===== src/rtl/ext_irq_pkg.sv =====
// Shared types for the external pin interrupt controller.
// Assumes: sense fields are two bits wide per source.
package ext_irq_pkg;

    typedef enum logic [1:0] {
        SNS_LOW  = 2'b00,
        SNS_RSVD = 2'b01,
        SNS_FALL = 2'b10,
        SNS_RISE = 2'b11
    } sense_e;

    // Edge modes are exactly the encodings with the upper bit set.
    function automatic logic sense_is_edge(input logic [1:0] s);
        return s[1];
    endfunction

endpackage


===== src/rtl/ext_irq_sync.sv =====
// Per-source pin synchroniser and edge detector.
// Each pin goes through STAGES flops; the last stage is compared with one
// further flop to produce single-cycle rise and fall pulses.
// Assumes: STAGES >= 2; all flops clear to 0 on reset.
module ext_irq_sync #(
    parameter int N_SRC  = 2,
    parameter int STAGES = 2
) (
    input  logic             clk,
    input  logic             rst_n,
    input  logic [N_SRC-1:0] pin_i,
    output logic [N_SRC-1:0] lvl_o,
    output logic [N_SRC-1:0] rise_o,
    output logic [N_SRC-1:0] fall_o
);

    for (genvar g = 0; g < N_SRC; g++) begin : g_src
        logic [STAGES-1:0] chain_q;
        logic              prev_q;

        // Shift the raw pin through the chain and keep the previous level.
        always_ff @(posedge clk) begin
            if (!rst_n) begin
                chain_q <= '0;
                prev_q  <= 1'b0;
            end else begin
                chain_q <= {chain_q[STAGES-2:0], pin_i[g]};
                prev_q  <= chain_q[STAGES-1];
            end
        end

        assign lvl_o[g]  = chain_q[STAGES-1];
        assign rise_o[g] = chain_q[STAGES-1] & ~prev_q;
        assign fall_o[g] = ~chain_q[STAGES-1] & prev_q;
    end

endmodule


===== src/rtl/ext_irq_flags.sv =====
// Pending flags for edge-sensed sources.
// A flag sets on an edge of the polarity picked by the sense field. It clears
// on clr_i, but a same-cycle set wins. It is held at 0 in level or reserved mode.
// Assumes: rise_i/fall_i are single-cycle pulses from the synchroniser.
module ext_irq_flags #(
    parameter int N_SRC = 2
) (
    input  logic               clk,
    input  logic               rst_n,
    input  logic [2*N_SRC-1:0] sense_i,
    input  logic [N_SRC-1:0]   rise_i,
    input  logic [N_SRC-1:0]   fall_i,
    input  logic [N_SRC-1:0]   clr_i,
    output logic [N_SRC-1:0]   flag_o
);
    import ext_irq_pkg::*;

    for (genvar g = 0; g < N_SRC; g++) begin : g_flag
        sense_e mode;
        logic   set;
        logic   flag_q;

        assign mode = sense_e'(sense_i[2*g +: 2]);

        // Pick the edge pulse that matches the selected polarity.
        always_comb begin
            unique case (mode)
                SNS_RISE: set = rise_i[g];
                SNS_FALL: set = fall_i[g];
                default:  set = 1'b0;
            endcase
        end

        // Latch, clear or force the flag to zero depending on the mode.
        always_ff @(posedge clk) begin
            if (!rst_n) begin
                flag_q <= 1'b0;
            end else if (!sense_is_edge(mode)) begin
                flag_q <= 1'b0;
            end else begin
                flag_q <= set | (flag_q & ~clr_i[g]);
            end
        end

        assign flag_o[g] = flag_q;
    end

endmodule


===== src/rtl/ext_irq_regs.sv =====
// Mask register, flag write-one-to-clear decode and read mux.
// Source i sits at data bit BIT_BASE+i of both registers; other bits read 0.
// Assumes: BIT_BASE + N_SRC <= DATA_W; reads are purely combinational.
module ext_irq_regs #(
    parameter int                N_SRC     = 2,
    parameter int                ADDR_W    = 6,
    parameter int                DATA_W    = 8,
    parameter int                BIT_BASE  = 6,
    parameter logic [ADDR_W-1:0] MASK_ADDR = 6'h3B,
    parameter logic [ADDR_W-1:0] FLAG_ADDR = 6'h3A
) (
    input  logic              clk,
    input  logic              rst_n,
    input  logic              io_wr_i,
    input  logic [ADDR_W-1:0] io_addr_i,
    input  logic [DATA_W-1:0] io_wdata_i,
    input  logic [N_SRC-1:0]  flag_i,
    output logic [N_SRC-1:0]  mask_o,
    output logic [N_SRC-1:0]  sw_clr_o,
    output logic [DATA_W-1:0] io_rdata_o
);

    logic [N_SRC-1:0] mask_q;
    logic             hit_mask;
    logic             hit_flag;

    assign hit_mask = (io_addr_i == MASK_ADDR);
    assign hit_flag = (io_addr_i == FLAG_ADDR);

    // Load the enable bits on a write to the mask address.
    always_ff @(posedge clk) begin
        if (!rst_n) begin
            mask_q <= '0;
        end else if (io_wr_i && hit_mask) begin
            mask_q <= io_wdata_i[BIT_BASE +: N_SRC];
        end
    end

    // A write of 1 to a flag bit requests its clear; 0 bits do nothing.
    assign sw_clr_o = {N_SRC{io_wr_i && hit_flag}} & io_wdata_i[BIT_BASE +: N_SRC];

    // Place the addressed register's bits at their positions, rest zero.
    always_comb begin
        io_rdata_o = '0;
        if (hit_mask) begin
            io_rdata_o[BIT_BASE +: N_SRC] = mask_q;
        end else if (hit_flag) begin
            io_rdata_o[BIT_BASE +: N_SRC] = flag_i;
        end
    end

    assign mask_o = mask_q;

endmodule


===== src/rtl/ext_irq_arb.sv =====
// Fixed-priority arbiter: the lowest-numbered requesting source wins.
// The vector is index+1, so 0 means no request. The grant is one-hot or zero.
// Assumes: VEC_W can hold N_SRC.
module ext_irq_arb #(
    parameter int N_SRC = 2,
    parameter int VEC_W = 2
) (
    input  logic [N_SRC-1:0] req_i,
    output logic             irq_o,
    output logic [VEC_W-1:0] vec_o,
    output logic [N_SRC-1:0] grant_o
);

    // Scan from the highest index down so the lowest request is the last to win.
    always_comb begin
        vec_o   = '0;
        grant_o = '0;
        for (int i = N_SRC - 1; i >= 0; i--) begin
            if (req_i[i]) begin
                vec_o      = VEC_W'(i + 1);
                grant_o    = '0;
                grant_o[i] = 1'b1;
            end
        end
    end

    assign irq_o = |req_i;

endmodule


===== src/rtl/ext_irq_ctrl.sv =====
// External pin interrupt controller top.
// Synchronises the pins, latches edge flags, forms per-source pending
// (the flag in edge modes, the low level in level mode, nothing in reserved
// mode), gates it with mask and global enable, and arbitrates to a vector.
// ack_i clears the flag of the source being presented.
// Assumes: sense_i and gie_i come from registers in the core's clock domain.
module ext_irq_ctrl #(
    parameter int                N_SRC     = 2,
    parameter int                SYNC_STG  = 2,
    parameter int                ADDR_W    = 6,
    parameter int                DATA_W    = 8,
    parameter int                BIT_BASE  = 6,
    parameter logic [ADDR_W-1:0] MASK_ADDR = 6'h3B,
    parameter logic [ADDR_W-1:0] FLAG_ADDR = 6'h3A,
    localparam int               VEC_W     = $clog2(N_SRC + 1)
) (
    input  logic               clk,
    input  logic               rst_n,
    input  logic [N_SRC-1:0]   pin_i,
    input  logic [2*N_SRC-1:0] sense_i,
    input  logic               gie_i,
    input  logic               ack_i,
    input  logic               io_wr_i,
    input  logic [ADDR_W-1:0]  io_addr_i,
    input  logic [DATA_W-1:0]  io_wdata_i,
    output logic [DATA_W-1:0]  io_rdata_o,
    output logic               irq_o,
    output logic [VEC_W-1:0]   vec_o
);
    import ext_irq_pkg::*;

    logic [N_SRC-1:0] lvl, rise, fall;
    logic [N_SRC-1:0] flag_q, mask_q;
    logic [N_SRC-1:0] sw_clr, ack_clr, grant;
    logic [N_SRC-1:0] pend, req;

    ext_irq_sync #(.N_SRC(N_SRC), .STAGES(SYNC_STG)) sync_i (
        .clk    (clk),
        .rst_n  (rst_n),
        .pin_i  (pin_i),
        .lvl_o  (lvl),
        .rise_o (rise),
        .fall_o (fall)
    );

    ext_irq_flags #(.N_SRC(N_SRC)) flags_i (
        .clk     (clk),
        .rst_n   (rst_n),
        .sense_i (sense_i),
        .rise_i  (rise),
        .fall_i  (fall),
        .clr_i   (sw_clr | ack_clr),
        .flag_o  (flag_q)
    );

    ext_irq_regs #(
        .N_SRC(N_SRC), .ADDR_W(ADDR_W), .DATA_W(DATA_W), .BIT_BASE(BIT_BASE),
        .MASK_ADDR(MASK_ADDR), .FLAG_ADDR(FLAG_ADDR)
    ) regs_i (
        .clk        (clk),
        .rst_n      (rst_n),
        .io_wr_i    (io_wr_i),
        .io_addr_i  (io_addr_i),
        .io_wdata_i (io_wdata_i),
        .flag_i     (flag_q),
        .mask_o     (mask_q),
        .sw_clr_o   (sw_clr),
        .io_rdata_o (io_rdata_o)
    );

    // Per-source pending according to its sense mode.
    for (genvar g = 0; g < N_SRC; g++) begin : g_pend
        sense_e mode;
        assign mode = sense_e'(sense_i[2*g +: 2]);

        // Level mode follows the inverted pin; edge modes use the flag.
        always_comb begin
            unique case (mode)
                SNS_LOW:  pend[g] = ~lvl[g];
                SNS_RSVD: pend[g] = 1'b0;
                default:  pend[g] = flag_q[g];
            endcase
        end
    end

    assign req     = pend & mask_q & {N_SRC{gie_i}};
    assign ack_clr = {N_SRC{ack_i}} & grant;

    ext_irq_arb #(.N_SRC(N_SRC), .VEC_W(VEC_W)) arb_i (
        .req_i   (req),
        .irq_o   (irq_o),
        .vec_o   (vec_o),
        .grant_o (grant)
    );

endmodule


===== config.mk =====
export PLATFORM = sky130hd
export DESIGN_NAME = ext_irq_ctrl
export DESIGN_NICKNAME = d
export VERILOG_FILES = /design/src/rtl/ext_irq_pkg.sv /design/src/rtl/ext_irq_sync.sv /design/src/rtl/ext_irq_flags.sv /design/src/rtl/ext_irq_regs.sv /design/src/rtl/ext_irq_arb.sv /design/src/rtl/ext_irq_ctrl.sv
export SDC_FILE = /design/constraint.sdc
export NUM_CORES = 1
export LEC_CHECK = 0
export CAP_MARGIN = 20
export CORE_UTILIZATION = 30
export DETAILED_ROUTE_END_ITERATION = 6
export PLACE_DENSITY = 0.69
export RECOVER_POWER = 50
export SLEW_MARGIN = 20
export SYNTH_ARGS = -nofsm -noshare
export SYNTH_HDL_FRONTEND = slang
export SYNTH_SLANG_ARGS = --single-unit

===== constraint.sdc =====
create_clock -name clk -period 2.3 [get_ports clk]
set_clock_uncertainty 0.2 [all_clocks]
set_input_delay 0.46 -clock clk [delete_from_list [all_inputs] [get_ports clk]]
set_output_delay 0.46 -clock clk [all_outputs]
set_load 0.01 [all_outputs]

; ---- Yosys cells after proc, flatten, opt, wreduce, memory -nomap -nowiden
; Index checks and enable logic that the tools add are counted.
[totals]
ff_bits = 10
in_bits = 25
word_cells = 49
[op_classes]
eq_ne = 8
mux = 8
bitwise = 19
reduce_logical = 7
[op_table]
columns = cell, count
row1 = $eq 6x6->1 const B, 2
row2 = $and 2x2->2, 4
row3 = $eq 2x2->1 const B, 4
row4 = $mux 2, 4
row5 = $pmux 1 s2, 4
row6 = $and 1x1->1, 6
row7 = $not 1->1, 6
row8 = $eq 2x1->1 const B, 2
row9 = $logic_not 2->1, 2
row10 = $reduce_and 2->1, 2
row11 = $logic_and 1x1->1, 2
row12 = $or 1x1->1, 2
row13 = $or 2x2->2, 1
row14 = $reduce_or 2->1, 1

; ---- Logic depth before layout (Yosys ltp)
[depth]
depth_word = 11
ltp_mapped = 4
depth_no_buf = 4

; ---- Modules after synthesis
; Synthesis repeated with hierarchy kept, for this count alone.
[hier_totals]
cells_unflattened = 72
area_unflattened_um2 = 619.3
[by_module_without_submodules]
columns = mod, instances, cells_each, area_per_inst_um2, seq_area_each_um2
row1 = ext_irq_regs, 1, 27, 229.0, 40.0
row2 = ext_irq_sync, 1, 18, 197.7, 120.1
row3 = ext_irq_flags, 1, 12, 105.1, 40.0
row4 = ext_irq_ctrl, 1, 10, 52.6, 0.0
row5 = ext_irq_arb, 1, 5, 35.0, 0.0

; ---- Worst setup path after synthesis
; No wires, ideal clock.
[synth_path]
path_kind = in2out
startpoint = input sense_i[1]
endpoint = output vec_o[1]
arrival_time_ns = 1.080
t_required_ns = 1.640
slack_ns = 0.560
cell_stages = 4
n_path_buf = 0
path_cell_list = and2_1 > o211ai_2 > inv_1 > nor2_1
[synth_between]
elab_chain_len = 5
[synth_lines]
columns = element, line_no
row1 = from (decl), ext_irq_ctrl.sv:20  ; input logic [2*N_SRC-1:0] sense_i,
row2 = $eq 2x1->1 or $logic_not 2->1 (tied branches), ext_irq_ctrl.sv:78  ; unique case (mode)
row3 = $pmux 1 s2 *, ext_irq_ctrl.sv:78
row4 = $and 2x2->2 * (2 in a row), ext_irq_ctrl.sv:86  ; assign req = pend & mask_q & {N_SRC{gie_i}};
row5 = $mux 2 *, ext_irq_arb.sv:19  ; if (req_i[i]) begin
row6 = to (decl), ext_irq_ctrl.sv:28  ; output logic [VEC_W-1:0] vec_o
; Mark *: on every way between the ends. The rest lies on a longest branch, timed or not.

; ---- Worst setup path in the final report
[layout_path]
startpoint = input io_addr_i[3]
endpoint = output io_rdata_o[6]
[layout_between]
elab_chain_len = 3
[layout_lines]
columns = element, line_no
row1 = from (decl), ext_irq_ctrl.sv:24  ; input logic [ADDR_W-1:0] io_addr_i,
row2 = $eq 6x6->1, ext_irq_regs.sv:28  ; assign hit_flag = (io_addr_i == FLAG_ADDR);
row3 = $mux 2, ext_irq_regs.sv:47  ; end else if (hit_flag) begin
row4 = $mux 2 *, ext_irq_regs.sv:45  ; if (hit_mask) begin
row5 = to (decl), ext_irq_ctrl.sv:26  ; output logic [DATA_W-1:0] io_rdata_o,
; Marks and branches as above.

==> metrics.md <==
| Metric | Value |
|---|---|
| Lkg Pwr | 0.000385 uW |
| Synthesis Warnings | 0 |
| Hold_buf cts | 0 |
| Avg Cell Area, Syn | 8.37 um2 |
| Crit path buffers/inverters | 2 |
| Initial antenna violation count | 0 |
| GPL Wtd Cong | 0.735 |
| Area leader, netlist | dfxtp_1 |
| Post-synthesis sequential area ratio | 0.368 |
| Crit share post-route | 0.966 |
| CP cell instances | clkdlybuf4s50_1 > nor2b_4 > nand4_1 > nor2_1 > dlygate4sd2_1 |
| Worst-path cell with the longest stage delay | clkdlybuf4s50_1 |
| Top cell type's share of synthesized area | 0.368 |
| Core ar. | 1710 um2 |
| Critical Path Max Stage Delay | 460 ps |
| Final Total Pwr | 402 uW |
| Remaining Overflow, GRT | 0 |
| Drc violations | 0 |
| Cell family with most CP delay | buffers and inverters |
| Worst Path Required | 1640 ps |
| Outcome | completed |
| Pre-CTS setup slack | -389 ps |
| FMAX | 450 MHz |
| Final hold vios | 0 |
| Post-Synth Adder-Cell Area | 0 |
| # IOs | 36 |
| Worst EP arrival | 1560 ps |
| Clock buffer count from CTS | 3 |
| CTS tree | done |
| Final worst setup slack | 78.7 ps |
| Slew Viols, Final | 0 |
| Dpl hpwl | 920 um |
| GRT Overall Usage | 0.130 |
| Synth Area in Compound Gates | 0.0989 |
| Die height | 44.6 um |
| CP startpoint kind | primary input |
| Vias | 543 |
| CP endpoint kind | output pin |
| Synthesized area | 544 um2 |
| Pin count of the biggest net entering global routing | 14 |
| Ratio of cells with drive above 1 in the final layout | 0.181 |
| Nets | 120 |
| Clock transition at path regs | 70 ps |
| Routed WL per cell | 9.93 um |
| Synth Register Bits | 10 |
| Simple-gate share of the synthesized area | 0.329 |
| Iteration-0 DRC count of the detailed router | 9 |
| Worst-path fanout max | 2 |
| Number of antenna diodes | 0 |
| Area grow syn2layout | 55.6% |
| MaxCap Viol Count | 0 |
| Largest cells by area after synthesis | dfxtp_1 (37%), buf_4 (8.3%), and2_1 (8.0%) |
| Tmin final | 2220 ps |
| Row cnt | 15 |
| Post-DP Area | 806 um2 |
| Mapped Cells | 65 |
| H-tree depth | 1 |
| Synth Area in XOR/XNOR | 0 |
| CTS Sinks | 10 |
| Maximum vdd drop | 357 uV |
| Antenna Violating Nets Remaining | 0 |
| Vias in the first global route | 471 |
| Critical path class | in -> out |
| Endpoints failing setup | 0 |
| Post-Route WL | 1180 um |
| Worst hold margin | 234 ps |
| Root Buffer | clkbuf_4 |
| Clk_lat worst skew | 260 ps |
| Die Area | 1990 um2 |
| First-pass GRT wire length | 1900 um |
| Initial Utilization | 0.319 |
| Post-synthesis mux area share | 0.0943 |
| Vias per Instance | 4.56 |
| Hold Path Class | reg -> reg |
| Cell variety after synth | 23 |
| RSZ-0062 raised after global routing | false |
| Drt pass-1 iters | 3 |
| Main combinational cell family by area after synthesis | simple AND/OR/NAND/NOR gates |
| Fill cell count | 163 |
| Max clock buf depth | 2 |
| Die width | 44.6 um |
| Number of port buffers | 23 |
| Final instance area | 847 um2 |
| Power Density | 475 nW/um2 |
-- per-stage QoR --
| step | setup TNS, ps | util | cells |
|---|---|---|---|
| finish | 0 | 0.496 | 119 |
| global route | 0 | 0.496 | 119 |
| CTS | 0 | 0.498 | 119 |
| detailed placement | -1380 | 0.472 | 115 |
| global placement | -1290 | 0.472 | 115 |
| floorplan | 0 | - | 70 |
-- metal layers --
metal  global-route usage  vias to the layer above  part of all wire
met5                    0                        -                 0
met4               0.0182                        0                 0
li1                     -                      270                 -
met3               0.0735                        0             0.092
met1                0.158                      250              0.45
met2                0.206                       23              0.46
-- cell usage in the layout (no fill, tap or decap), types with 3 or more instances in the layout --
cell and instances:
clkdlybuf4s50_1 13, nand2_1 10, dfxtp_1 10, and2_1 6
conb_1 6, dlygate4sd2_1 6, nor2_1 5, mux2i_1 4
buf_4 4, clkbuf_4 3
-- sequential cells by signal, summed over array words and instances, names as in the netlist --
signal / flops
sync_i.g_src.chain_q: 4
flags_i.g_flag.flag_q: 2
sync_i.g_src.prev_q: 2
regs_i.mask_o: 2
-- worst paths after layout --
| path | cells past startpoint | end | startpoint | slack, ps |
|---|---|---|---|---|
| min reg2reg | 1 | sync_i.g_src[0].chain_q[1] | sync_i.g_src[0].chain_q[0] | 230 |
| max reg2reg | 5 | flags_i.g_flag[1].flag_q | flags_i.g_flag[0].flag_q | 950 |
| max | 5 | io_rdata_o[6] | io_addr_i[3] | 80 |
| min | 1 | sync_i.g_src[0].chain_q[1] | sync_i.g_src[0].chain_q[0] | 230 |
-- logic make-up (layout without fill, tap and decap cells) --
group	Yosys count	in the layout
and+or+nand+nor	33	33
buffers and inverters	9	33
DFF	10	10
AOI/OAI and AO/OA	7	7
muxes	5	5
other	1	6
-- Yosys cell counts (all sizes together) --
cell    count
a21oi       2
a31oi       1
a32o        1
a41o        1
and2        7
and3        2
and4        1
buf         6
clkbuf      1
conb        1
dfxtp      10
inv         2
mux2        1
mux2i       4
nand2      10
nand3       3
nand4       2
nor2        6
nor2b       1
nor3        1
o211ai      1
o21ai       1
-- report_power, final --
part	internal [uW]	switching (uW)	leakage (uW)	total (uW)
combinational	37.8	25.1	0.000282	62.8
sequential	178	2.66	0.0000817	181
clock	96.1	62.7	0.0000210	159
total	312	90.4	0.000385	402
-- layout make-up --
| class | instances | area, um2 | share of cell area |
|---|---|---|---|
| clock buffers | 4 | 36.3 | 0.0428 |
| inverters | 2 | 7.51 | 0.00886 |
| multi-input cells | 51 | 320 | 0.378 |
| flip-flops and latches | 10 | 200 | 0.236 |
| well taps | 25 | 31.3 | 0.0369 |
| repair buffers | 27 | 251 | 0.297 |
-- timing repair --
action,4_1_cts,5_1_grt
pin swaps,1,0
endpoints found under the setup margin,5,2
setup buffers,0,0
resized for setup,15,3
endpoints found under the hold margin,0,0
Power figures use the tool's default switching activity.
